--- config.mk ---
export PLATFORM = sky130hd
export DESIGN_NAME = uart_irq_ident
export DESIGN_NICKNAME = d
export VERILOG_FILES = /design/src/rtl/uart_irq_pkg.sv /design/src/rtl/uart_irq_timeout.sv /design/src/rtl/uart_irq_sources.sv /design/src/rtl/uart_irq_rank.sv /design/src/rtl/uart_irq_ident.sv
export SDC_FILE = /design/constraint.sdc
export NUM_CORES = 1
export LEC_CHECK = 0
export BUFFER_PORTS_ARGS = -buffer_cell sky130_fd_sc_hd__buf_2
export CORE_MARGIN = 2
export CORE_UTILIZATION = 30
export DETAILED_ROUTE_END_ITERATION = 6
export GPL_TIMING_DRIVEN = 0
export PLACE_DENSITY_LB_ADDON = 0.1
export SKIP_LAST_GASP = 1
export SYNTH_ARGS = -nofsm -noshare
export SYNTH_HDL_FRONTEND = slang
export SYNTH_SLANG_ARGS = --single-unit
--- constraint.sdc ---
create_clock -name clk -period 1.8 [get_ports clk]
set_clock_uncertainty 0.2 [all_clocks]
set_input_delay 0.36 -clock clk [delete_from_list [all_inputs] [get_ports clk]]
set_output_delay 0.36 -clock clk [all_outputs]
set_load 0.1 [all_outputs]
--- src/rtl/uart_irq_pkg.sv ---
package uart_irq_pkg;
  localparam logic [3:0] ID_NONE   = 4'b0001;
  localparam logic [3:0] ID_LINE   = 4'b0110;
  localparam logic [3:0] ID_RXDATA = 4'b0100;
  localparam logic [3:0] ID_RXTO   = 4'b1100;
  localparam logic [3:0] ID_TX     = 4'b0010;
  localparam logic [3:0] ID_MODEM  = 4'b0000;

  localparam int NSRC      = 5;
  localparam int EN_RXDATA = 0;
  localparam int EN_TX     = 1;
  localparam int EN_LINE   = 2;
  localparam int EN_MODEM  = 3;
  localparam int EN_RXTO   = 4;

  typedef struct packed {
    logic line;
    logic rxdata;
    logic rxto;
    logic tx;
    logic modem;
  } src_t;
endpackage

--- src/rtl/uart_irq_timeout.sv ---
module uart_irq_timeout #(
  parameter int TO_CHARS = 4,
  parameter int LVL_W    = 5
) (
  input  logic             clk,
  input  logic             rst,
  input  logic             fifo_en,
  input  logic             enable,
  input  logic [LVL_W-1:0] rx_level,
  input  logic             rx_push,
  input  logic             rd_rxd,
  input  logic             char_tick,
  output logic             pend
);
  localparam int CW = $clog2(TO_CHARS + 1);
  localparam logic [CW-1:0] LIMIT = CW'(TO_CHARS);
  localparam logic [CW-1:0] LAST  = CW'(TO_CHARS - 1);

  logic [CW-1:0] cnt;
  logic          restart, fire;

  assign restart = !fifo_en || (rx_level == '0) || rx_push || rd_rxd;
  assign fire    = !restart && char_tick && (cnt == LAST);

  always_ff @(posedge clk) begin
    if (rst) begin
      cnt  <= '0;
      pend <= 1'b0;
    end else begin
      if (restart) cnt <= '0;
      else if (char_tick && cnt != LIMIT) cnt <= cnt + 1'b1;

      if (fire && enable) pend <= 1'b1;
      else if (rd_rxd || !fifo_en) pend <= 1'b0;
    end
  end
endmodule

--- src/rtl/uart_irq_sources.sv ---
module uart_irq_sources
  import uart_irq_pkg::*;
(
  input  logic            clk,
  input  logic            rst,
  input  logic [NSRC-1:0] ien,
  input  logic            ls_evt,
  input  logic            rd_lsr,
  input  logic            tx_empty_evt,
  input  logic            wr_txd,
  input  logic            rd_iir,
  input  logic            tx_on_top,
  input  logic            rd_msr,
  input  logic            cts,
  input  logic            dsr,
  input  logic            dcd,
  input  logic            ri,
  output logic            line_q,
  output logic            tx_q,
  output logic            modem_q
);
  localparam int NLATCH = 3;

  logic [3:0]        lines_q;
  logic              modem_chg;
  logic [NLATCH-1:0] set_v, clr_v, pend_v;

  always_ff @(posedge clk) begin
    if (rst) lines_q <= {cts, dsr, dcd, ri};
    else     lines_q <= {cts, dsr, dcd, ri};
  end

  // level change on three lines, trailing edge only on ring
  assign modem_chg = (cts ^ lines_q[3]) | (dsr ^ lines_q[2]) |
                     (dcd ^ lines_q[1]) | (lines_q[0] & ~ri);

  assign set_v = {modem_chg & ien[EN_MODEM],
                  tx_empty_evt & ien[EN_TX],
                  ls_evt & ien[EN_LINE]};
  assign clr_v = {rd_msr,
                  wr_txd | (rd_iir & tx_on_top),
                  rd_lsr};

  for (genvar i = 0; i < NLATCH; i++) begin : g_latch
    logic q;
    always_ff @(posedge clk) begin
      if (rst)           q <= 1'b0;
      else if (set_v[i]) q <= 1'b1;
      else if (clr_v[i]) q <= 1'b0;
    end
    assign pend_v[i] = q;
  end

  assign line_q  = pend_v[0];
  assign tx_q    = pend_v[1];
  assign modem_q = pend_v[2];
endmodule

--- src/rtl/uart_irq_rank.sv ---
module uart_irq_rank
  import uart_irq_pkg::*;
(
  input  logic       clk,
  input  logic       rst,
  input  logic       fifo_en,
  input  src_t       act,
  output logic [7:0] iir,
  output logic       irq
);
  logic [3:0] code;

  always_comb begin
    if (act.line)        code = ID_LINE;
    else if (act.rxdata) code = ID_RXDATA;
    else if (act.rxto)   code = ID_RXTO;
    else if (act.tx)     code = ID_TX;
    else if (act.modem)  code = ID_MODEM;
    else                 code = ID_NONE;
  end

  always_ff @(posedge clk) begin
    if (rst) begin
      iir <= {4'b0000, ID_NONE};
      irq <= 1'b0;
    end else begin
      iir <= {{2{fifo_en}}, 2'b00, code};
      irq <= |act;
    end
  end
endmodule

--- src/rtl/uart_irq_ident.sv ---
module uart_irq_ident
  import uart_irq_pkg::*;
#(
  parameter int FIFO_DEPTH = 16,
  parameter int TO_CHARS   = 4,
  parameter int LVL_W      = $clog2(FIFO_DEPTH + 1)
) (
  input  logic             clk,
  input  logic             rst,
  input  logic             fifo_en,
  input  logic [NSRC-1:0]  ien,
  input  logic [LVL_W-1:0] rx_level,
  input  logic [LVL_W-1:0] rx_thresh,
  input  logic             rx_full,
  input  logic             rx_push,
  input  logic             rd_rxd,
  input  logic             char_tick,
  input  logic             ls_evt,
  input  logic             tx_empty_evt,
  input  logic             wr_txd,
  input  logic             rd_lsr,
  input  logic             rd_msr,
  input  logic             rd_iir,
  input  logic             cts,
  input  logic             dsr,
  input  logic             dcd,
  input  logic             ri,
  output logic [7:0]       iir,
  output logic             irq
);
  logic line_q, tx_q, modem_q, rxto_q;
  logic rx_cond, tx_on_top;
  src_t act;

  assign rx_cond   = fifo_en ? ((rx_level != '0) && (rx_level >= rx_thresh)) : rx_full;
  assign tx_on_top = (iir[3:0] == ID_TX);

  uart_irq_sources u_src (
    .clk(clk), .rst(rst), .ien(ien),
    .ls_evt(ls_evt), .rd_lsr(rd_lsr),
    .tx_empty_evt(tx_empty_evt), .wr_txd(wr_txd),
    .rd_iir(rd_iir), .tx_on_top(tx_on_top), .rd_msr(rd_msr),
    .cts(cts), .dsr(dsr), .dcd(dcd), .ri(ri),
    .line_q(line_q), .tx_q(tx_q), .modem_q(modem_q)
  );

  uart_irq_timeout #(.TO_CHARS(TO_CHARS), .LVL_W(LVL_W)) u_to (
    .clk(clk), .rst(rst), .fifo_en(fifo_en), .enable(ien[EN_RXTO]),
    .rx_level(rx_level), .rx_push(rx_push), .rd_rxd(rd_rxd),
    .char_tick(char_tick), .pend(rxto_q)
  );

  assign act.line   = line_q  & ien[EN_LINE];
  assign act.rxdata = rx_cond & ien[EN_RXDATA];
  assign act.rxto   = rxto_q  & ien[EN_RXTO] & fifo_en;
  assign act.tx     = tx_q    & ien[EN_TX];
  assign act.modem  = modem_q & ien[EN_MODEM];

  uart_irq_rank u_rank (
    .clk(clk), .rst(rst), .fifo_en(fifo_en), .act(act),
    .iir(iir), .irq(irq)
  );
endmodule

# [Word-level counts from Yosys, hierarchy flattened]
# Index checks and enable logic that the tools add are counted.
[op_classes] n_eq_ne=3 addsub=1 n_bitwise=19 n_lt_le_gt_ge=1 n_reduce_logical=20 muxes=14
[op_table] cell="bitwise AND 1 bit" n=11
[op_table] cell="2-to-1 mux 1 bit" n=10
[op_table] cell="2-to-1 mux 4 bit" n=2
[op_table] cell="nonzero test 2 bit" n=4
[op_table] cell="2-to-1 mux 3 bit" n=2
[op_table] cell=">= comparator 5 bit" n=1
[op_table] cell="logical AND 1 bit" n=5
[op_table] cell="zero test 5 bit" n=1
[op_table] cell="nonzero test 5 bit" n=1
[op_table] cell="OR reduction 5 bit" n=1
[op_table] cell="== test 4 x 2 -> 1 bit (second input constant)" n=1
[op_table] cell="logical OR 1 bit" n=4
[op_table] cell="bitwise OR 1 bit" n=4
[op_table] cell="adder 3 x 1 -> 3 bit (second input constant)" n=1
[op_table] cell="== test 3 x 2 -> 1 bit (second input constant)" n=1
[op_table] cell="inequality test 3 bit (second input constant)" n=1
[op_table] cell="OR reduction 3 bit" n=1
[op_table] cell="XOR 1 bit" n=3
[op_table] cell="zero test 1 bit" n=2
[op_table] cell="OR reduction 2 bit" n=1
[op_table] cell="NOT 1 bit" n=1
[word_totals] word_cells=68 reg_bits=19 inputBits=32

# [Longest topological paths before layout]
[depth] depth_word=9 mapped_depth=6 depth_no_buf=6

# [Cells and area by module]
# From an unflattened synthesis, not the netlist that was laid out.
[hier_totals] cells_unflattened=92 hier_area_um2=855.8
[modules_own_cells] mod="uart_irq_timeout" cells_per_inst=24 area_each_um2=235.2 instances=1 seq_area_each_um2=80.1
[modules_own_cells] mod="uart_irq_sources" cells_per_inst=22 area_each_um2=231.5 instances=1 seq_area_each_um2=140.1
[modules_own_cells] mod="uart_irq_rank" cells_per_inst=20 area_each_um2=203.9 instances=1 seq_area_each_um2=120.1
[modules_own_cells] mod="uart_irq_ident" cells_per_inst=26 area_each_um2=185.2 instances=1 seq_area_each_um2=0.0

# [Least setup slack after synthesis]
# No wires, ideal clock.
[synth_timing] kind="register -> output" start="register u_rank.iir[6] (netlist name)" end="output iir[7]" path_buffers=1 path_stages_with_launch=2 setup_slack_ns=-0.116 arrival_time_ns=1.356 cell_sequence="dfxtp_1 > buf_4"
[synth_rtl] element="end: declaration" line="uart_irq_ident.sv:28" source="output logic [7:0] iir,"
# No word-level cell between the ends.

# [Worst setup path after layout]
[layout_timing] start="register u_rank.iir[6] (netlist name)" end="output iir[7]"
# No word-level cell between the ends.

==> report_table.html <==
<table>
<tr><th>Metric</th><th>Value</th></tr>
<tr><th colspan="2">Logic synthesis</th></tr>
<tr><td>Sequential cell area fraction in the yosys report</td><td>40.1%</td></tr>
<tr><td>Post-synthesis share of cell area spent on xor and xnor gates</td><td>4.12%</td></tr>
<tr><td>Adder-cell area share of the yosys netlist</td><td>11.8%</td></tr>
<tr><td>Post-Synth Simple-Gate Area</td><td>15.2%</td></tr>
<tr><td>Main combinational cell family by area after synthesis</td><td>compound AO/OA/AOI/OAI gates</td></tr>
<tr><td>Area fraction of the dominant cell type after synthesis</td><td>40.1%</td></tr>
<tr><td>Count of synthesis-stage warnings from yosys</td><td>0</td></tr>
<tr><td>Compound-cell area share of the yosys netlist</td><td>21.4%</td></tr>
<tr><td>Synthesized flop and latch total</td><td>17</td></tr>
<tr><td>Share of cell area taken by muxes after synthesis</td><td>0%</td></tr>
<tr><td>Distinct cell type count after synthesis</td><td>30</td></tr>
<tr><td>Cell type with the largest total area after synthesis</td><td>dfxtp_1</td></tr>
<tr><td>Mean instance size in the synthesized netlist</td><td>9.14 um2</td></tr>
<tr><td>Cell types occupying the most area after synthesis</td><td>dfxtp_1 40%, ha_1 12%, a21oi_1 5.3%, inv_1 4.4%, xor2_1 3.1%</td></tr>
<tr><td>Netlist Area Pre-Place</td><td>850 um2</td></tr>
<tr><td>Post-Syn Instances</td><td>93</td></tr>
<tr><th colspan="2">GRT</th></tr>
<tr><td>Total grt overflow</td><td>0</td></tr>
<tr><td>Pin count of the biggest net entering global routing</td><td>10</td></tr>
<tr><td>Antenna violations before repair</td><td>0</td></tr>
<tr><td>Total routing usage reported by global routing</td><td>12.0%</td></tr>
<tr><td>Wire length of the first global-routing pass</td><td>3060 um</td></tr>
<tr><td>Via count of the first global-routing pass</td><td>741</td></tr>
<tr><th colspan="2">Clock tree</th></tr>
<tr><td>Clock edge transition at the registers on the reported setup and hold paths</td><td>0.10 ns</td></tr>
<tr><td>Clock tree from TritonCTS</td><td>done</td></tr>
<tr><td>Clock buffer count from CTS</td><td>3</td></tr>
<tr><td>Deepest clock path buffer count</td><td>2</td></tr>
<tr><td>CTS Sinks</td><td>17</td></tr>
<tr><td>Clock root buffer</td><td>clkbuf_4</td></tr>
<tr><td>H-tree depth</td><td>1</td></tr>
<tr><td>Clock latency reported for the late side of the worst-skew pair</td><td>0.28 ns</td></tr>
<tr><th colspan="2">Floorplanning</th></tr>
<tr><td>Number of rows created at floorplan</td><td>19</td></tr>
<tr><td>I/O pin total</td><td>41</td></tr>
<tr><td>Core area</td><td>0.00273 mm2</td></tr>
<tr><td>Overall die area</td><td>0.00327 mm2</td></tr>
<tr><td>Die extent in y</td><td>57.2 um</td></tr>
<tr><td>Horiz. Die Dim</td><td>57.2 um</td></tr>
<tr><td>Starting Density</td><td>31.1%</td></tr>
<tr><th colspan="2">Route</th></tr>
<tr><td>Detail Route Antenna Nets</td><td>0</td></tr>
<tr><td>Final routed wirelength across all metal layers</td><td>1780 um</td></tr>
<tr><td>Detailed Routing Iterations Pass 1</td><td>4</td></tr>
<tr><td>Total vias in the final route</td><td>785</td></tr>
<tr><td>DRC errors left</td><td>0</td></tr>
<tr><td>Average wire length per cell after detail routing</td><td>10.4 um</td></tr>
<tr><td>Vias per std cell</td><td>4.59</td></tr>
<tr><td>Drt initial violations</td><td>16</td></tr>
<tr><th colspan="2">Setup path</th></tr>
<tr><td>Critical path class</td><td>reg2out</td></tr>
<tr><td>Worst path slowest cell</td><td>buf_2</td></tr>
<tr><td>CP cell instances</td><td>buf_4, buf_2</td></tr>
<tr><td>CP top delay family</td><td>buffers and inverters</td></tr>
<tr><td>Nature of the critical path startpoint</td><td>flip-flop</td></tr>
<tr><td>Peak per-stage delay on the critical path</td><td>0.41 ns</td></tr>
<tr><td>Setup crit end kind</td><td>output pin</td></tr>
<tr><td>CP bufs+invs</td><td>2</td></tr>
<tr><td>Largest driver fanout on the critical path</td><td>2</td></tr>
<tr><td>Data arrival time of the critical path</td><td>1.12 ns</td></tr>
<tr><td>Data required time at the worst endpoint</td><td>1.24 ns</td></tr>
<tr><th colspan="2">Place</th></tr>
<tr><td>Port bufs</td><td>38</td></tr>
<tr><td>Placed Instances</td><td>163</td></tr>
<tr><td>Post-DP HPWL</td><td>1490 um</td></tr>
<tr><td>Cell Area, Placed</td><td>0.00108 mm2</td></tr>
<tr><td>Routability-driven placement congestion ratio</td><td>0.755</td></tr>
<tr><th colspan="2">Final layout</th></tr>
<tr><td>Leading cell type in the layout, fill and taps excluded</td><td>buf_2</td></tr>
<tr><td>Final Util</td><td>42.1%</td></tr>
<tr><td>Diodes inserted</td><td>0</td></tr>
<tr><td>Cell Count, Final, Fillers Out</td><td>171</td></tr>
<tr><td>Layout Area Growth over Synthesis</td><td>35.3%</td></tr>
<tr><td>Fin nets</td><td>181</td></tr>
<tr><td>Post-Layout Inst Area</td><td>0.00115 mm2</td></tr>
<tr><td>Fraction of layout instances using a drive strength above 1</td><td>34.3%</td></tr>
<tr><td>Commonest non-fill, non-tap cells in the layout</td><td>38 x buf_2, 16 x dfxtp_1, 10 x inv_1</td></tr>
<tr><th colspan="2">Status</th></tr>
<tr><td>Status</td><td>complete, no violations</td></tr>
<tr><th colspan="2">Timing</th></tr>
<tr><td>F_max</td><td>597 MHz</td></tr>
<tr><td>Count of endpoints failing setup in the final report</td><td>0</td></tr>
<tr><td>Final period util</td><td>93.1%</td></tr>
<tr><td>Smallest hold slack</td><td>0.0364 ns</td></tr>
<tr><td>RSZ-0062 raised after global routing</td><td>false</td></tr>
<tr><td>Post-route minimum period</td><td>1.68 ns</td></tr>
<tr><td>Final hold violation count</td><td>0</td></tr>
<tr><td>Max-slew violation count</td><td>0</td></tr>
<tr><th colspan="2">Pwr</th></tr>
<tr><td>Power Density</td><td>710 mW/mm2</td></tr>
<tr><td>Leakage power summed over all cells</td><td>0.555 nW</td></tr>
<tr><td>Worst supply voltage drop on vdd</td><td>447 uV</td></tr>
<tr><th colspan="2">Hold path</th></tr>
<tr><td>Worst min-delay path class</td><td>in2reg</td></tr>
<tr><th colspan="2">Run</th></tr>
<tr><td>Number of maximum-capacitance constraint violations</td><td>0</td></tr>
</table>
==> metal layers <==
metal  vias up  track usage (%)  wire [um]
met3         2             4.08         93
li1        413                -          -
met5         -                0          0
met4         0             1.99         13
met2        16             21.8        881
met1       354             13.8        793
==> kinds of logic (layout without fill, tap and decap cells) <==
group | after synthesis | after routing
flip-flops | 17 | 17
other | 1 | 2
adder cells (fa/ha/maj) | 8 | 8
AO/OA/AOI/OAI | 27 | 27
XOR/XNOR | 4 | 4
buffers and inverters | 13 | 59
AND/OR/NAND/NOR | 23 | 23
==> per-stage QoR <==
step | TNS, ns | setup slack, ns | total power, mW
after floorplan | 0 | 0.0216 | 0.558
after global placement | -0.0379 | -0.0263 | 0.619
after CTS | 0 | 0.103 | 0.830
after global routing | 0 | 0.0449 | 0.869
final | 0 | 0.124 | 0.816
after detailed placement | -0.0641 | -0.0559 | 0.623
==> sequential cells by signal (all words and copies together) (netlist names) <==
register       flops
u_src.tx_q         1
u_src.modem_q      1
u_to.cnt           3
u_src.lines_q      4
u_rank.iir         5
u_rank.irq         1
u_to.pend          1
u_src.line_q       1
==> path summary, 6_finish.rpt <==
| path | end | slack (ns) | startpoint | cells after the start |
|---|---|---|---|---|
| worst max register to register | u_to.cnt[1]$_SDFFE_PP0P_ | 0.35 | u_to.cnt[0]$_SDFFE_PP0P_ | 6 |
| worst max-delay path | iir[7] | 0.12 | u_rank.iir[6]$_SDFF_PP0_ | 2 |
| worst min-delay path | u_to.pend$_SDFFE_PP0P_ | 0.04 | rd_rxd | 2 |
| worst min register to register | u_src.line_q$_SDFFE_PP0P_ | 0.29 | u_src.line_q$_SDFFE_PP0P_ | 2 |
==> cells in the mapped netlist <==
library cell and instances:
dfxtp_1 17, inv_1 10, a21oi_1 9, ha_1 8
nor2_1 5, nand2_1 4, nor2b_1 4, o21ai_1 4
buf_4 3, nand2b_1 3, xor2_1 3, a31o_1 2
nand3_1 2, nand3b_1 2, o21ai_0 2, a21boi_1 1
a21oi_2 1, a22oi_1 1, a311oi_1 1, a31oi_2 1
a32oi_1 1, a41oi_1 1, conb_1 1, nor3_2 1
nor3b_1 1, nor4b_1 1, o21ba_1 1, o21bai_1 1
o41ai_1 1, xnor2_1 1
==> timing repair <==
action,CTS,global route
hold buffers,4,0
endpoints found under the hold margin,4,0
resized for setup,0,0
buffers inserted,0,0
==> power breakdown <==
part           switching (mW)  internal (mW)
clock                   0.110         0.0859
combinational           0.145         0.0739
sequential            0.00773          0.393
total                   0.263          0.553
==> final cells by class <==
type / count / area, um2
repair buffers: 42 / 230
fillers: 288 / 1580
clock buffers: 4 / 26.3
flip-flops and latches: 17 / 342
inverters: 10 / 37.5
plain buffers: 3 / 22.5
well taps: 31 / 38.8
multi-input cells: 64 / 453
No activity file was read; power rests on OpenSTA's default activity.
